`src/rtl/psr_trap_pkg.sv`:
```
package psr_trap_pkg;
  localparam logic [7:0] TT_FPU_OFF = 8'h04;
  localparam logic [3:0] IMPL_ID    = 4'h0;
  localparam logic [3:0] VERSION_ID = 4'h4;

  typedef struct packed {
    logic       takeTrap;
    logic       refuseTrap;
    logic       loadPsr;
    logic       loadTbr;
    logic       loadWim;
    logic [7:0] code;
  } trapStrobes_t;
endpackage

```
`src/rtl/psr_trap_ctrl.sv`:
```
module psr_trap_ctrl
  import psr_trap_pkg::*;
(
  input  logic         clk,
  input  logic         rst_n,
  input  logic         trapReq,
  input  logic [7:0]   trapType,
  input  logic         fpuIssue,
  input  logic         psrWrEn,
  input  logic         tbrWrEn,
  input  logic         wimWrEn,
  input  logic         etNow,
  input  logic         efNow,
  output trapStrobes_t strobe
);
  logic fpuOff;
  logic anyTrap;

  always_comb begin
    fpuOff            = fpuIssue & ~efNow;
    anyTrap           = trapReq | fpuOff;
    strobe.code       = trapReq ? trapType : TT_FPU_OFF;
    strobe.takeTrap   = anyTrap & etNow;
    strobe.refuseTrap = anyTrap & ~etNow;
    strobe.loadPsr    = psrWrEn & ~anyTrap;
    strobe.loadTbr    = tbrWrEn & ~anyTrap;
    strobe.loadWim    = wimWrEn & ~anyTrap;
  end

  // FPU issue with FP disabled becomes a type 0x04 trap
  a_r7_fpu_off_code: assert property (@(posedge clk) disable iff (!rst_n)
    (fpuIssue && !efNow && !trapReq) |-> (strobe.code == 8'h04 && (strobe.takeTrap || strobe.refuseTrap)));

  // a trap request suppresses all register writes
  a_r8_write_dropped: assert property (@(posedge clk) disable iff (!rst_n)
    trapReq |-> !(strobe.loadPsr || strobe.loadTbr || strobe.loadWim));

  // a trap is either entered or refused, never both
  a_r6_one_outcome: assert property (@(posedge clk) disable iff (!rst_n)
    $onehot0({strobe.takeTrap, strobe.refuseTrap}));
endmodule

```
`src/rtl/psr_trap_dpath.sv`:
```
module psr_trap_dpath
  import psr_trap_pkg::*;
#(
  parameter int NWIN = 8,
  localparam int CW  = $clog2(NWIN)
) (
  input  logic            clk,
  input  logic            rst_n,
  input  trapStrobes_t    strobe,
  input  logic [31:0]     psrWrData,
  input  logic [19:0]     tbrWrBase,
  input  logic [NWIN-1:0] wimWrData,
  input  logic [31:0]     curPc,
  output logic [31:0]     psrRdData,
  output logic [31:0]     trapVector,
  output logic [NWIN-1:0] wimRdData,
  output logic [CW-1:0]   cwpOut,
  output logic [31:0]     savedPc,
  output logic [31:0]     savedNextPc,
  output logic            errorState,
  output logic            trapTaken,
  output logic            etNow,
  output logic            efNow
);
  logic          sBit, psBit, etBit, efBit;
  logic [3:0]    pil;
  logic [CW-1:0] cwp;
  logic [19:0]   tbrBase;
  logic [7:0]    tbrType;
  logic [NWIN-1:0] wim;
  logic [4:0]    cwpPad;
  logic          unusedWrBits;

  assign unusedWrBits = ^{psrWrData[31:13], psrWrData[4:0]};

  always_ff @(posedge clk or negedge rst_n) begin
    if (!rst_n) begin
      sBit        <= 1'b1;
      psBit       <= 1'b0;
      etBit       <= 1'b0;
      efBit       <= 1'b0;
      pil         <= '0;
      cwp         <= '0;
      tbrBase     <= '0;
      tbrType     <= '0;
      wim         <= NWIN'(1);
      savedPc     <= '0;
      savedNextPc <= '0;
      errorState  <= 1'b0;
      trapTaken   <= 1'b0;
    end else begin
      trapTaken <= strobe.takeTrap;
      if (strobe.takeTrap) begin
        etBit       <= 1'b0;
        cwp         <= cwp - CW'(1);
        psBit       <= sBit;
        sBit        <= 1'b1;
        tbrType     <= strobe.code;
        savedPc     <= curPc;
        savedNextPc <= curPc + 32'd4;
      end else if (strobe.refuseTrap) begin
        errorState <= 1'b1;
      end else begin
        if (strobe.loadPsr) begin
          efBit <= psrWrData[12];
          pil   <= psrWrData[11:8];
          sBit  <= psrWrData[7];
          psBit <= psrWrData[6];
          etBit <= psrWrData[5];
          cwp   <= psrWrData[CW-1:0];
        end
        if (strobe.loadTbr) tbrBase <= tbrWrBase;
        if (strobe.loadWim) wim <= wimWrData;
      end
    end
  end

  always_comb begin
    cwpPad         = '0;
    cwpPad[CW-1:0] = cwp;
  end

  assign psrRdData  = {IMPL_ID, VERSION_ID, 11'b0, efBit, pil, sBit, psBit, etBit, cwpPad};
  assign trapVector = {tbrBase, tbrType, 4'h0};
  assign wimRdData  = wim;
  assign cwpOut     = cwp;
  assign etNow      = etBit;
  assign efNow      = efBit;

  // trap entry disables traps and enters supervisor mode
  a_r5_enter_super: assert property (@(posedge clk) disable iff (!rst_n)
    strobe.takeTrap |=> (!etBit && sBit && psBit == $past(sBit)));

  // window pointer steps down modulo NWIN
  a_r5_window_down: assert property (@(posedge clk) disable iff (!rst_n)
    strobe.takeTrap |=> cwp == CW'($past(cwp) - CW'(1)));

  // base bits survive a trap
  a_r4_base_kept: assert property (@(posedge clk) disable iff (!rst_n)
    strobe.takeTrap |=> $stable(tbrBase));

  // refused trap leaves state untouched, error is sticky
  a_r6_refuse_frozen: assert property (@(posedge clk) disable iff (!rst_n)
    strobe.refuseTrap |=> ($stable(cwp) && $stable(tbrType) && $stable(sBit) && errorState));
  a_r6_error_sticky: assert property (@(posedge clk) disable iff (!rst_n)
    errorState |=> errorState);
endmodule

```
`src/rtl/psr_trap_unit.sv`:
```
module psr_trap_unit
  import psr_trap_pkg::*;
#(
  parameter int NWIN = 8,
  localparam int CW  = $clog2(NWIN)
) (
  input  logic            clk,
  input  logic            rst_n,
  input  logic            psrWrEn,
  input  logic [31:0]     psrWrData,
  output logic [31:0]     psrRdData,
  input  logic            tbrWrEn,
  input  logic [19:0]     tbrWrBase,
  input  logic            wimWrEn,
  input  logic [NWIN-1:0] wimWrData,
  output logic [NWIN-1:0] wimRdData,
  input  logic            trapReq,
  input  logic [7:0]      trapType,
  input  logic            fpuIssue,
  input  logic [31:0]     curPc,
  output logic [31:0]     savedPc,
  output logic [31:0]     savedNextPc,
  output logic [CW-1:0]   cwpOut,
  output logic [31:0]     trapVector,
  output logic            trapTaken,
  output logic            errorState
);
  trapStrobes_t strobe;
  logic etNow, efNow;

  psr_trap_ctrl u_ctrl (
    .clk(clk), .rst_n(rst_n), .trapReq(trapReq), .trapType(trapType),
    .fpuIssue(fpuIssue), .psrWrEn(psrWrEn), .tbrWrEn(tbrWrEn), .wimWrEn(wimWrEn),
    .etNow(etNow), .efNow(efNow), .strobe(strobe)
  );

  psr_trap_dpath #(.NWIN(NWIN)) u_dpath (
    .clk(clk), .rst_n(rst_n), .strobe(strobe), .psrWrData(psrWrData),
    .tbrWrBase(tbrWrBase), .wimWrData(wimWrData), .curPc(curPc),
    .psrRdData(psrRdData), .trapVector(trapVector), .wimRdData(wimRdData),
    .cwpOut(cwpOut), .savedPc(savedPc), .savedNextPc(savedNextPc),
    .errorState(errorState), .trapTaken(trapTaken), .etNow(etNow), .efNow(efNow)
  );
endmodule

```
`config.mk`:
```
export PLATFORM = sky130hd
export DESIGN_NAME = psr_trap_unit
export DESIGN_NICKNAME = d
export VERILOG_FILES = /design/src/rtl/psr_trap_pkg.sv /design/src/rtl/psr_trap_ctrl.sv /design/src/rtl/psr_trap_dpath.sv /design/src/rtl/psr_trap_unit.sv
export SDC_FILE = /design/constraint.sdc
export NUM_CORES = 1
export LEC_CHECK = 0
export ABC_AREA = 1
export ABC_CLOCK_PERIOD_IN_PS = 1900
export BUFFER_PORTS_ARGS = -buffer_cell sky130_fd_sc_hd__buf_2
export CAP_MARGIN = 5
export CORE_MARGIN = 2
export CORE_UTILIZATION = 49
export CTS_BUF_LIST = sky130_fd_sc_hd__clkbuf_2
export CTS_CLUSTER_DIAMETER = 60
export CTS_CLUSTER_SIZE = 30
export DETAILED_ROUTE_END_ITERATION = 12
export GPL_TIMING_DRIVEN = 0
export PLACE_DENSITY = 0.83
export RECOVER_POWER = 100
export SYNTH_ARGS = -nofsm -noshare
export SYNTH_HDL_FRONTEND = slang
export SYNTH_SLANG_ARGS = --single-unit
```
`constraint.sdc`:
```
create_clock -name clk -period 1.9 [get_ports clk]
set_clock_uncertainty 0.1 [all_clocks]
set_input_delay 0.095 -clock clk [delete_from_list [all_inputs] [get_ports clk]]
set_output_delay 0.095 -clock clk [all_outputs]
set_load 0.005 [all_outputs]
```
---- Word-level counts from Yosys, hierarchy flattened ----
Index checks and enable logic that the tools add are counted.
operators by class
  bitwise operators ....................... 12
  eq/ne operators ......................... 1
  reductions and logical operators ........ 6
  add/sub/neg operators ................... 2
  multiplexer cells ....................... 13
operators with widths
  kind                                                                      number
  32-bit by 3-bit adder with 32-bit output (second input constant)          1
  1-bit two-way mux                                                         9
  3-bit two-way mux                                                         3
  3-bit AND reduction                                                       3
  8-bit two-way mux                                                         1
  1-bit AND                                                                 6
  1-bit NOT                                                                 5
  2-bit AND reduction                                                       2
  3-bit by 1-bit subtractor with 3-bit output (second input constant)       1
  2-bit by 1-bit inequality test with 1-bit output (second input constant)  1
  2-bit nonzero test                                                        1
  1-bit OR                                                                  1
storage, ports and cells
  output and inout bits ................... 141
  word-level logic and storage cells ...... 47
  register bits after elaboration ......... 113

---- Longest topological paths before layout ----
Gate-level depths: netlist of the first run.
  depth in word-level cells ............... 8
  gate-level depth with buffers ........... 9
  depth with buffers taken out ............ 9

---- Cells and area by module ----
Synthesis of the first run repeated with hierarchy kept, for this count alone.
unflattened totals
  cell total of the unflattened synthesis .. 636
  area total of the unflattened synthesis .. 5520.3 µm²
modules (own cells, without submodules)
  module          instances  seq. area each (µm²)  cells an instance  area an instance (µm²)
  psr_trap_dpath  1          2780.2                607                5398.9
  psr_trap_ctrl   1          0.0                   29                 121.4

---- Worst setup path after synthesis of the first run ----
Ideal clock, no wire load.
  path type ............................... register to register
  from .................................... register u_dpath.efBit, in the netlist u_dpath.efNow
  to ...................................... register u_dpath.tbrType[0]
  data required time ...................... 1.679 ns
  path buffers ............................ 2
  cell stages (with the launch flop) ...... 8
  arrival ................................. 1.130 ns
  library setup time ...................... 0.121 ns
  setup slack ............................. 0.549 ns
  cells stage by stage .................... dfrtp_1 -> inv_2 -> nand2_2 -> nand2_4 -> nand2_4 -> buf_2 -> buf_2 -> a22o_1
between the ends
  longest elaborated chain between the ends .. 4
RTL lines
  element                 RTL line              source
  start, declared         psr_trap_dpath.sv:25  logic sBit, psBit, etBit, efBit;
  start signal, assigned  psr_trap_dpath.sv:65  efBit <= psrWrData[12];
  1-bit NOT               psr_trap_ctrl.sv:20   fpuOff = fpuIssue & ~efNow;
  1-bit AND               psr_trap_ctrl.sv:20
  1-bit OR                psr_trap_ctrl.sv:21   anyTrap = trapReq | fpuOff;
  1-bit AND               psr_trap_ctrl.sv:23   strobe.takeTrap = anyTrap & etNow;
  end signal, assigned    psr_trap_dpath.sv:58  tbrType <= strobe.code;
  end, declared           psr_trap_dpath.sv:29  logic [7:0] tbrType;
No other way between the ends.
A chain may end at the register's enable or synchronous reset.

---- Final worst setup path of the first run ----
  from .................................... register u_dpath.efBit, in the netlist u_dpath.efNow
  to ...................................... register u_dpath.tbrBase[10]
between the ends
  longest elaborated chain between the ends .. 6
RTL lines
  element                                           RTL line              source
  1-bit NOT (*)                                     psr_trap_ctrl.sv:20
  1-bit AND (*)                                     psr_trap_ctrl.sv:20
  1-bit OR (*)                                      psr_trap_ctrl.sv:21
  1-bit AND (tied with other cells)                 psr_trap_ctrl.sv:24   strobe.refuseTrap = anyTrap & ~etNow;
  1-bit NOT (no line) or 1-bit AND (tied branches)  n/a
  3-bit AND reduction (no line) (*)                 n/a
  end signal, assigned                              psr_trap_dpath.sv:72  if (strobe.loadTbr) tbrBase <= tbrWrBase;
  end, declared                                     psr_trap_dpath.sv:28  logic [19:0] tbrBase;
Mark *: on every way between the ends. The rest lies on a longest branch, timed or not.

==> results.rst, run 1 <==
.. list-table::
   :header-rows: 1

   * - Metric
     - Value
   * - Outcome
     - finished, violations left
   * - Failing checks
     - setup timing
   * - CP Cell Sequence
     - inv_2 -> nand2_2 -> nand2_4 -> nor2_2 -> buf_2 -> nand2_1 -> dlygate4sd3_1 -> nand2_1
   * - CTS Buf Count
     - 9
   * - Global-route wire length before repair
     - around 29 mm
   * - Worst Setup Path Type
     - flop to flop
   * - DRC violations left
     - 0
   * - Total grt overflow
     - 0
   * - Clock transition at path regs
     - 0.31 ns
   * - Detail Route Antenna Nets
     - 0
   * - Final Wtd Congestion
     - 0.869
   * - Share of total power in sequential cells
     - 0.470
   * - Slowest cell on the critical path
     - sky130_fd_sc_hd__dlygate4sd3_1
   * - Count of boundary I/O pins
     - 248
   * - Cells taking the most area after synthesis
     - sky130_fd_sc_hd__dfrtp_1 (51%), sky130_fd_sc_hd__nand2_1 (15%), sky130_fd_sc_hd__nor2_1 (7.0%)
   * - Number of global-route vias before repair
     - 5823
   * - Clock network power share
     - 0.151
   * - Achievable clock frequency
     - 0.509 GHz
   * - Critical Path Source Type
     - flop
   * - Lkg Pwr
     - 0.00429 uW
   * - Switching power
     - 2900 uW
   * - Total routing usage reported by global routing
     - 0.319
   * - Core area
     - between 10000 and 15000 um2
   * - Rows
     - 38
   * - Top cell type by total area after synthesis
     - sky130_fd_sc_hd__dfrtp_1
   * - Post-synthesis sequential area ratio
     - 0.517
   * - Net switching fraction of the power
     - 0.360
   * - Number of vias after detailed routing
     - 6025
   * - Crit. End Element
     - flop
   * - Effective utilization at floorplan
     - 0.498
   * - Yosys Warn Count
     - 0
   * - Count of distinct cell types in the synthesized netlist
     - 25
   * - Setup violators final
     - 8
   * - Post-synthesis to final-layout area growth
     - 50.3%
   * - Fraction of layout cells with a size suffix above 1
     - 0.293
   * - Count of maximum capacitance violations
     - 0
   * - Flip-flop and latch count after synthesis
     - 111
   * - R2r startpoint
     - u_dpath.efNow
   * - Classification of the worst-slack hold path
     - input pin to flop
   * - Slew of the pin with the lowest slew margin
     - 0.656 ns
   * - Die Outline Area
     - approximately 12000 um2
   * - Internal reg-to-reg setup slack
     - -0.07 ns
   * - Clk buf depth
     - 2
   * - Final-report max-slew violation count
     - 0
   * - Post-detailed-route wirelength per cell
     - 16.2 um
   * - 1st-pass router iterations
     - 5
   * - Number of filler cells placed in the layout
     - roughly 730
   * - Post-Synthesis Cell Area
     - around 5400 um2
   * - Root buffer cell
     - sky130_fd_sc_hd__clkbuf_2
   * - Initial DRC count
     - 487
   * - Worst-case headroom to the max-slew limit
     - 0.562
   * - Arr. time, crit path
     - 2.41 ns
   * - Cell internal power dissipation
     - 5150 uW
   * - Path depth of the worst reg2reg path
     - 8
   * - Critical path's top delay family
     - buffers and inverters
   * - Post-layout worst setup margin
     - -0.0657 ns
   * - End of the worst register-to-register path
     - u_dpath.tbrBase[10]
   * - Peak supply drop
     - 0.551 mV
   * - Vias/cell
     - 5.10
   * - Maximum fanout along the worst path
     - 5
   * - Depth of the worst hold-timing path
     - 4
   * - Crit-path most repeated cell
     - sky130_fd_sc_hd__nand2_1
   * - Number of antenna violations at the first check in global routing
     - 0
   * - Clock period minus final worst setup slack
     - 1.97 ns
   * - TritonCTS clock tree
     - done
   * - Worst slack on hold paths
     - 0.101 ns
   * - Die Y-Extent
     - approximately 110 um
   * - Dpl hpwl
     - 11.2 mm
   * - Share of total power in combinational logic
     - 0.379
   * - Power density over the cells
     - 996 nW/um2
   * - Clock latency at the later pin of the worst-skew pair
     - 0.57 ns
   * - Data required time of the worst path
     - 2.34 ns
   * - Core occupancy in the finished layout
     - 0.749
   * - Syn Area/Cell
     - 7.98 um2
   * - Biggest cell delay along the critical path
     - 0.59 ns
   * - Quantity of I/O buffers inserted on ports
     - roughly 200
   * - Worst hold start
     - curPc[0]
   * - Number of nets in the layout
     - 1145
   * - RSZ-0062 raised after global routing
     - yes
   * - WHS Endpoint
     - u_dpath.savedNextPc[0]
   * - Gate count after technology mapping
     - 674
   * - Maximum number of pins on one net before global-route repair
     - 64
   * - Share of the synthesized area in the top cell type
     - 0.507
   * - Final hold violation count
     - 0
   * - Tcrit/Tclk final
     - 1.03
   * - Crit path buffers/inverters
     - 3
   * - Die width
     - 109 um
   * - Clock H-tree levels
     - 3
   * - Clk sinks
     - about 110
   * - Aggregate routed wire length
     - 19.1 mm
   * - Setup TNS
     - -0.128 ns
[cells in the mapped netlist]
library cell,instances
sky130_fd_sc_hd__dfrtp_1,109
sky130_fd_sc_hd__nand2_1,215
sky130_fd_sc_hd__buf_2,14
sky130_fd_sc_hd__clkbuf_1,5
sky130_fd_sc_hd__ha_1,2
sky130_fd_sc_hd__nand3_1,45
sky130_fd_sc_hd__nor2_1,100
sky130_fd_sc_hd__a21oi_1,4
sky130_fd_sc_hd__inv_1,43
sky130_fd_sc_hd__xnor2_1,3
sky130_fd_sc_hd__o21a_1,1
sky130_fd_sc_hd__conb_1,2
sky130_fd_sc_hd__a31oi_1,2
sky130_fd_sc_hd__nand2_2,3
sky130_fd_sc_hd__nor2_2,7
sky130_fd_sc_hd__o21ai_0,55
sky130_fd_sc_hd__nand2_4,4
sky130_fd_sc_hd__buf_4,37
sky130_fd_sc_hd__o21bai_1,1
sky130_fd_sc_hd__dfstp_2,2
sky130_fd_sc_hd__a22o_1,7
sky130_fd_sc_hd__inv_2,4
sky130_fd_sc_hd__nor2_4,6
sky130_fd_sc_hd__xor2_1,2
sky130_fd_sc_hd__o22a_1,1
[area by class of cell]
type	instances	area, um2	share of cell area
Clock inverter	7	87.6	0.0108
Inverter	47	179	0.0221
Antenna cell	1	2.50	0.000310
Timing Repair Buffer	328	2290	0.283
Clock buffer	9	45.0	0.00558
Multi-Input combinational cell	483	2140	0.265
Tap cell	140	175	0.0217
Buffer	56	375	0.0465
Sequential cell	111	2780	0.344
[layout by cell type, fill, tap and decap left out, types with 6 or more instances in the layout]
cell / n
sky130_fd_sc_hd__buf_4: 45
sky130_fd_sc_hd__dlygate4sd3_1: 117
sky130_fd_sc_hd__nand3_1: 45
sky130_fd_sc_hd__buf_2: 213
sky130_fd_sc_hd__dfrtp_1: 109
sky130_fd_sc_hd__inv_1: 43
sky130_fd_sc_hd__conb_1: 25
sky130_fd_sc_hd__nand2_1: 215
sky130_fd_sc_hd__o21ai_0: 53
sky130_fd_sc_hd__a22o_1: 7
sky130_fd_sc_hd__clkbuf_2: 9
sky130_fd_sc_hd__nor2_4: 6
sky130_fd_sc_hd__nor2_1: 99
sky130_fd_sc_hd__nor2_2: 8
[state kept, by name, indices dropped and copies added (netlist names), 3 cells and up]
| name | count |
|---|---|
| u_dpath.savedPc | 30 |
| u_dpath.tbrType | 8 |
| u_dpath.wimRdData | 8 |
| u_dpath.savedNextPc | 32 |
| u_dpath.pil | 4 |
| u_dpath.tbrBase | 20 |
| u_dpath.cwpOut | 3 |
[how the worst max path moves through the flow]
stage / start / to / slack (ns) / cells past startpoint
finish: u_dpath.efNow / u_dpath.tbrBase[10] / -0.07 / 8
global route: u_dpath.efNow / u_dpath.tbrBase[15] / -0.11 / 8
CTS: u_dpath.efNow / u_dpath.tbrType[2] / 0.03 / 8
detailed placement: u_dpath.efNow / u_dpath.savedNextPc[6] / 0.29 / 7
global placement: rst_n / u_dpath.wimRdData[6] / -0.64 / 1
floorplan: u_dpath.efNow / u_dpath.tbrType[0] / 0.55 / 7
[power groups by stage]
stage,Combinational (uW),Sequential [uW],Clock [uW]
after floorplan,1200,3810,0
after global placement,2620,3750,0
after detailed placement,2720,3760,0
after CTS,2910,3720,1230
after global routing,3390,3860,1320
final,3050,3780,1220
[per-layer routing]
metal	GRT usage	vias to the layer above	routed length, um
met2	0.535	373	9090
met5	0	-	0
li1	-	2772	-
met3	0.0562	85	1600
met4	0.169	0	993
met1	0.394	2795	7410
[logic make-up (layout without fill, tap and decap cells)]
group | after synthesis | count (layout) | synth area share
compound gates | 71 | 71 | 0.0731
buf+inv | 103 | 447 | 0.101
simple gates | 380 | 380 | 0.294
flops | 111 | 111 | 0.517
xor+xnor | 5 | 5 | 0.00815
fa+ha+maj | 2 | 2 | 0.00465
other cells | 2 | 26 | 0.00140
[stage by stage]
step,total power (uW),cells,worst slack [ns],instance area [um2]
6_report,8040,1182,-0.0657,8080
5_1_grt,8570,1181,-0.109,8080
4_1_cts,7860,1174,0.0264,8000
3_5_place_dp,6480,1039,0.291,6670
3_3_place_gp,6370,1038,-0.643,6640
2_1_floorplan,5010,697,0.549,5460
[worst register-to-register path: stages, from the launching register on]
cell	delay [ns]
sky130_fd_sc_hd__dfrtp_1	0.47
sky130_fd_sc_hd__inv_2	0.07
sky130_fd_sc_hd__nand2_2	0.08
sky130_fd_sc_hd__nand2_4	0.09
sky130_fd_sc_hd__nor2_2	0.16
sky130_fd_sc_hd__buf_2	0.20
sky130_fd_sc_hd__nand2_1	0.09
sky130_fd_sc_hd__dlygate4sd3_1	0.59
sky130_fd_sc_hd__nand2_1	0.09
[repair_timing]
action | CTS | global route
hold buffers | 119 | 0
gates resized for setup | 0 | 14
setup endpoints to repair | 0 | 26
setup buffers | 0 | 7
endpoints found under the hold margin | 221 | 0
No activity file was read; power rests on OpenSTA's default activity.
==> run 2: changes to the inputs <==
Settings changed: ABC_AREA 1 to 0, CORE_MARGIN 2 to unset, CORE_UTILIZATION 49 to 48, SKIP_CTS_REPAIR_TIMING set to 1.
==> run 2 against run 1 <==
  * The flow now finishes without violations
  * Critical path depth is 3 lower
  * Synthesized cell count is 27% lower
  * Register-to-register slack better by 0.07 ns
  * Sequential power is 8.7% lower
  * Design area is 8.2% lower
  * Highest routed layer unchanged
==> results.rst, run 2 <==
.. list-table::
   :header-rows: 1

   * - Metric
     - Value
   * - Outcome
     - finished clean
   * - Effective utilization at floorplan
     - 0.505
   * - Number of nets in the layout
     - 929
   * - Clk sinks
     - 111
   * - Power density over the cells
     - a little over 900 nW/um2
   * - Share of the synthesized area in the top cell type
     - 0.543
   * - Post-synthesis to final-layout area growth
     - 47.6%
   * - Area of all placed cells without fillers
     - 7420 um2
   * - Setup violators final
     - 0
   * - Count of distinct cell types in the synthesized netlist
     - 42
   * - Initial DRC count
     - 256
   * - Leading cell types in the layout, fill and taps excluded
     - sky130_fd_sc_hd__buf_2 (201), sky130_fd_sc_hd__nand2_1 (120), sky130_fd_sc_hd__dfrtp_1 (109)
   * - Cells taking the most area after synthesis
     - sky130_fd_sc_hd__dfrtp_1 (54%), sky130_fd_sc_hd__nand2_1 (9.0%), sky130_fd_sc_hd__mux2_2 (7.4%)
   * - Classification of the worst-slack hold path
     - input pin to flop
   * - Clock period minus final worst setup slack
     - 1.90 ns
   * - Dpl hpwl
     - 10.2 mm
   * - Data required time of the worst path
     - 2.30 ns
   * - Met3 track demand over resource in global routing
     - 0.0376
   * - Flip-flop and latch count after synthesis
     - 111
   * - Clk buf depth
     - 2
   * - Fraction of layout cells with a size suffix above 1
     - 0.375
   * - Depth of the worst hold-timing path
     - 5
   * - Maximum number of pins on one net before global-route repair
     - 69
   * - Yosys Warn Count
     - 0
   * - Aggregate routed wire length
     - 16.4 mm
   * - Routing layer with the top usage in global route
     - met2
   * - Path depth of the worst reg2reg path
     - 5
   * - Commonest register cell after synthesis
     - sky130_fd_sc_hd__dfrtp_1
   * - Die width
     - 104 um
   * - Register area
     - 2780 um2
   * - Crit. End Element
     - flop
   * - Area of the multi-input gates
     - between 1500 and 2000 um2
   * - Final-report max-slew violation count
     - 0
   * - Lkg Pwr
     - approximately 0.0037 uW
   * - Count of maximum capacitance violations
     - 0
   * - Final hold violation count
     - 0
   * - Most frequent cells after synthesis
     - sky130_fd_sc_hd__nand2_1 (120), sky130_fd_sc_hd__dfrtp_1 (109), sky130_fd_sc_hd__buf_4 (35), sky130_fd_sc_hd__mux2_2 (33), sky130_fd_sc_hd__o21ai_0 (23)
   * - Core area
     - 9950 um2
   * - Syn Area/Cell
     - 10.2 um2
   * - Number of antenna violations at the first check in global routing
     - 1
   * - CTS Buf Count
     - 9
   * - Quantity of I/O buffers inserted on ports
     - 199
   * - Vias/cell
     - between 5 and 6
   * - Post-synthesis sequential area ratio
     - 0.553
   * - Post-Synthesis Cell Area
     - 5030 um2
   * - Detail Route Antenna Nets
     - 0
   * - Tcrit/Tclk final
     - 0.998
   * - 1st-pass router iterations
     - 5
   * - Die Y-Extent
     - around 100 um
   * - Gate count after technology mapping
     - a little under 500
   * - Number of global-route vias before repair
     - 4265
   * - Top cell type by total area after synthesis
     - sky130_fd_sc_hd__dfrtp_1
   * - Global Route met1 Usage
     - 0.310
   * - Clock latency at the later pin of the worst-skew pair
     - 0.60 ns
   * - Critical Path Source Type
     - flop
   * - TritonCTS clock tree
     - done
   * - Peak supply drop
     - between 0.5 and 0.6 mV
   * - Proportion of synthesized flip-flops having asynchronous set or reset
     - 1.00
   * - Number of vias after detailed routing
     - 4935
   * - Dominant cell by count in the synthesized netlist
     - sky130_fd_sc_hd__nand2_1
   * - Top register by number of flip-flops
     - u_dpath.savedNextPc
   * - Routing usage on met2
     - 0.440
   * - Die Outline Area
     - 10900 um2
   * - Achievable clock frequency
     - 0.527 GHz
   * - Clock H-tree levels
     - 3
   * - Core occupancy in the finished layout
     - 0.745
   * - Total routing usage reported by global routing
     - 0.250
   * - Total grt overflow
     - 0
   * - Global-route wire length before repair
     - 21.4 mm
   * - Most common cell after layout, fill and taps aside
     - sky130_fd_sc_hd__buf_2
   * - Post-placement cell area
     - 6300 um2
   * - Count of boundary I/O pins
     - 248
   * - Worst-case headroom to the max-slew limit
     - 0.613
   * - Rows
     - 36
   * - Flip-flop count of the largest register after layout
     - 32
   * - Worst Setup Path Type
     - flop to flop
   * - Slew of the pin with the lowest slew margin
     - 0.581 ns
   * - Maximum fanout along the worst path
     - 10
   * - Root buffer cell
     - sky130_fd_sc_hd__clkbuf_2
   * - DRC violations left
     - 0
   * - Post-detailed-route wirelength per cell
     - 17.1 um
   * - Number of filler cells placed in the layout
     - 711
   * - Leading registers by flop count
     - u_dpath.savedNextPc: 32 flops, u_dpath.savedPc: 30 flops, u_dpath.tbrBase: 20 flops
   * - Internal reg-to-reg setup slack
     - between 0.003 and 0.004 ns
   * - Final Wtd Congestion
     - 0.823
   * - EDFF count, synth
     - 0
   * - Arr. time, crit path
     - 2.30 ns
   * - Clock transition at path regs
     - 0.31 ns
run 2: cell count changes after synthesis, sizes merged, moves of 18 or more:
cell    change
nand2     -102
nor2       -92
inv        -40
mux2       +33
o21ai      -32
nand3      -29
clkbuf     +18
run 2: worst max-delay path, cell delays in order, from the launching register on:
cell	delay (ns)
sky130_fd_sc_hd__dfrtp_1	0.49
sky130_fd_sc_hd__nor2b_2	0.09
sky130_fd_sc_hd__nor2_2	0.22
sky130_fd_sc_hd__and2_1	0.22
sky130_fd_sc_hd__clkbuf_2	0.29
sky130_fd_sc_hd__mux2_2	0.39
run 2: final cells by class:
class,instances,area share
diodes,1,0.000337
plain buffers,62,0.0535
clock buffers,9,0.00607
clock inverters,7,0.0130
inverters,7,0.00354
multi-input cells,334,0.260
flip-flops and latches,111,0.375
well taps,133,0.0224
repair buffers,295,0.266
run 2: through the flow:
| stage | hold slack, ns | setup slack [ns] | TNS, ns | cells | power (uW) |
|---|---|---|---|---|---|
| floorplan | -0.301 | 0.145 | 0 | 514 | 4320 |
| global route | 0.0528 | -0.0667 | -0.991 | 959 | 7310 |
| detailed placement | 0.0214 | -0.328 | -15.12 | 847 | 5480 |
| CTS | -0.674 | -0.387 | -20.15 | 863 | 6690 |
| global placement | 0.186 | -0.575 | -73.80 | 846 | 5360 |
| finish | 0.00991 | 0.00359 | 0 | 959 | 6920 |
run 2: layer usage:
| metal | share of wire | vias to the layer above | routed length, um |
|---|---|---|---|
| li1 | - | 2289 | - |
| met1 | 0.39 | 2354 | 6420 |
| met2 | 0.51 | 261 | 8420 |
| met3 | 0.070 | 31 | 1150 |
| met4 | 0.023 | 0 | 376 |
| met5 | 0 | - | 0 |
run 2: final timing paths:
kind,start,end
max,u_dpath.efNow,u_dpath.tbrBase[13]
min,curPc[3],u_dpath.savedNextPc[9]
max reg2reg,u_dpath.efNow,u_dpath.tbrBase[13]
min reg2reg,u_dpath.savedPc[19],u_dpath.savedPc[19]
max in group asynchronous,rst_n,u_dpath.sBit
min in group asynchronous,rst_n,u_dpath.wimRdData[4]
run 2: power breakdown:
group,switching [uW],internal [uW],total (uW)
clock,800,437,1240
combinational,1050,1180,2230
sequential,415,3040,3450
total,2270,4650,6920
run 2: kinds of logic after synthesis:
kind of cell             share of synthesized area
AO/OA/AOI/OAI                               0.0767
XOR/XNOR                                    0.0192
adder cells (fa/ha/maj)                    0.00498
buffers and inverters                       0.0812
flip-flops                                   0.553
multiplexers                                0.0799
other                                      0.00149
AND/OR/NAND/NOR                              0.183
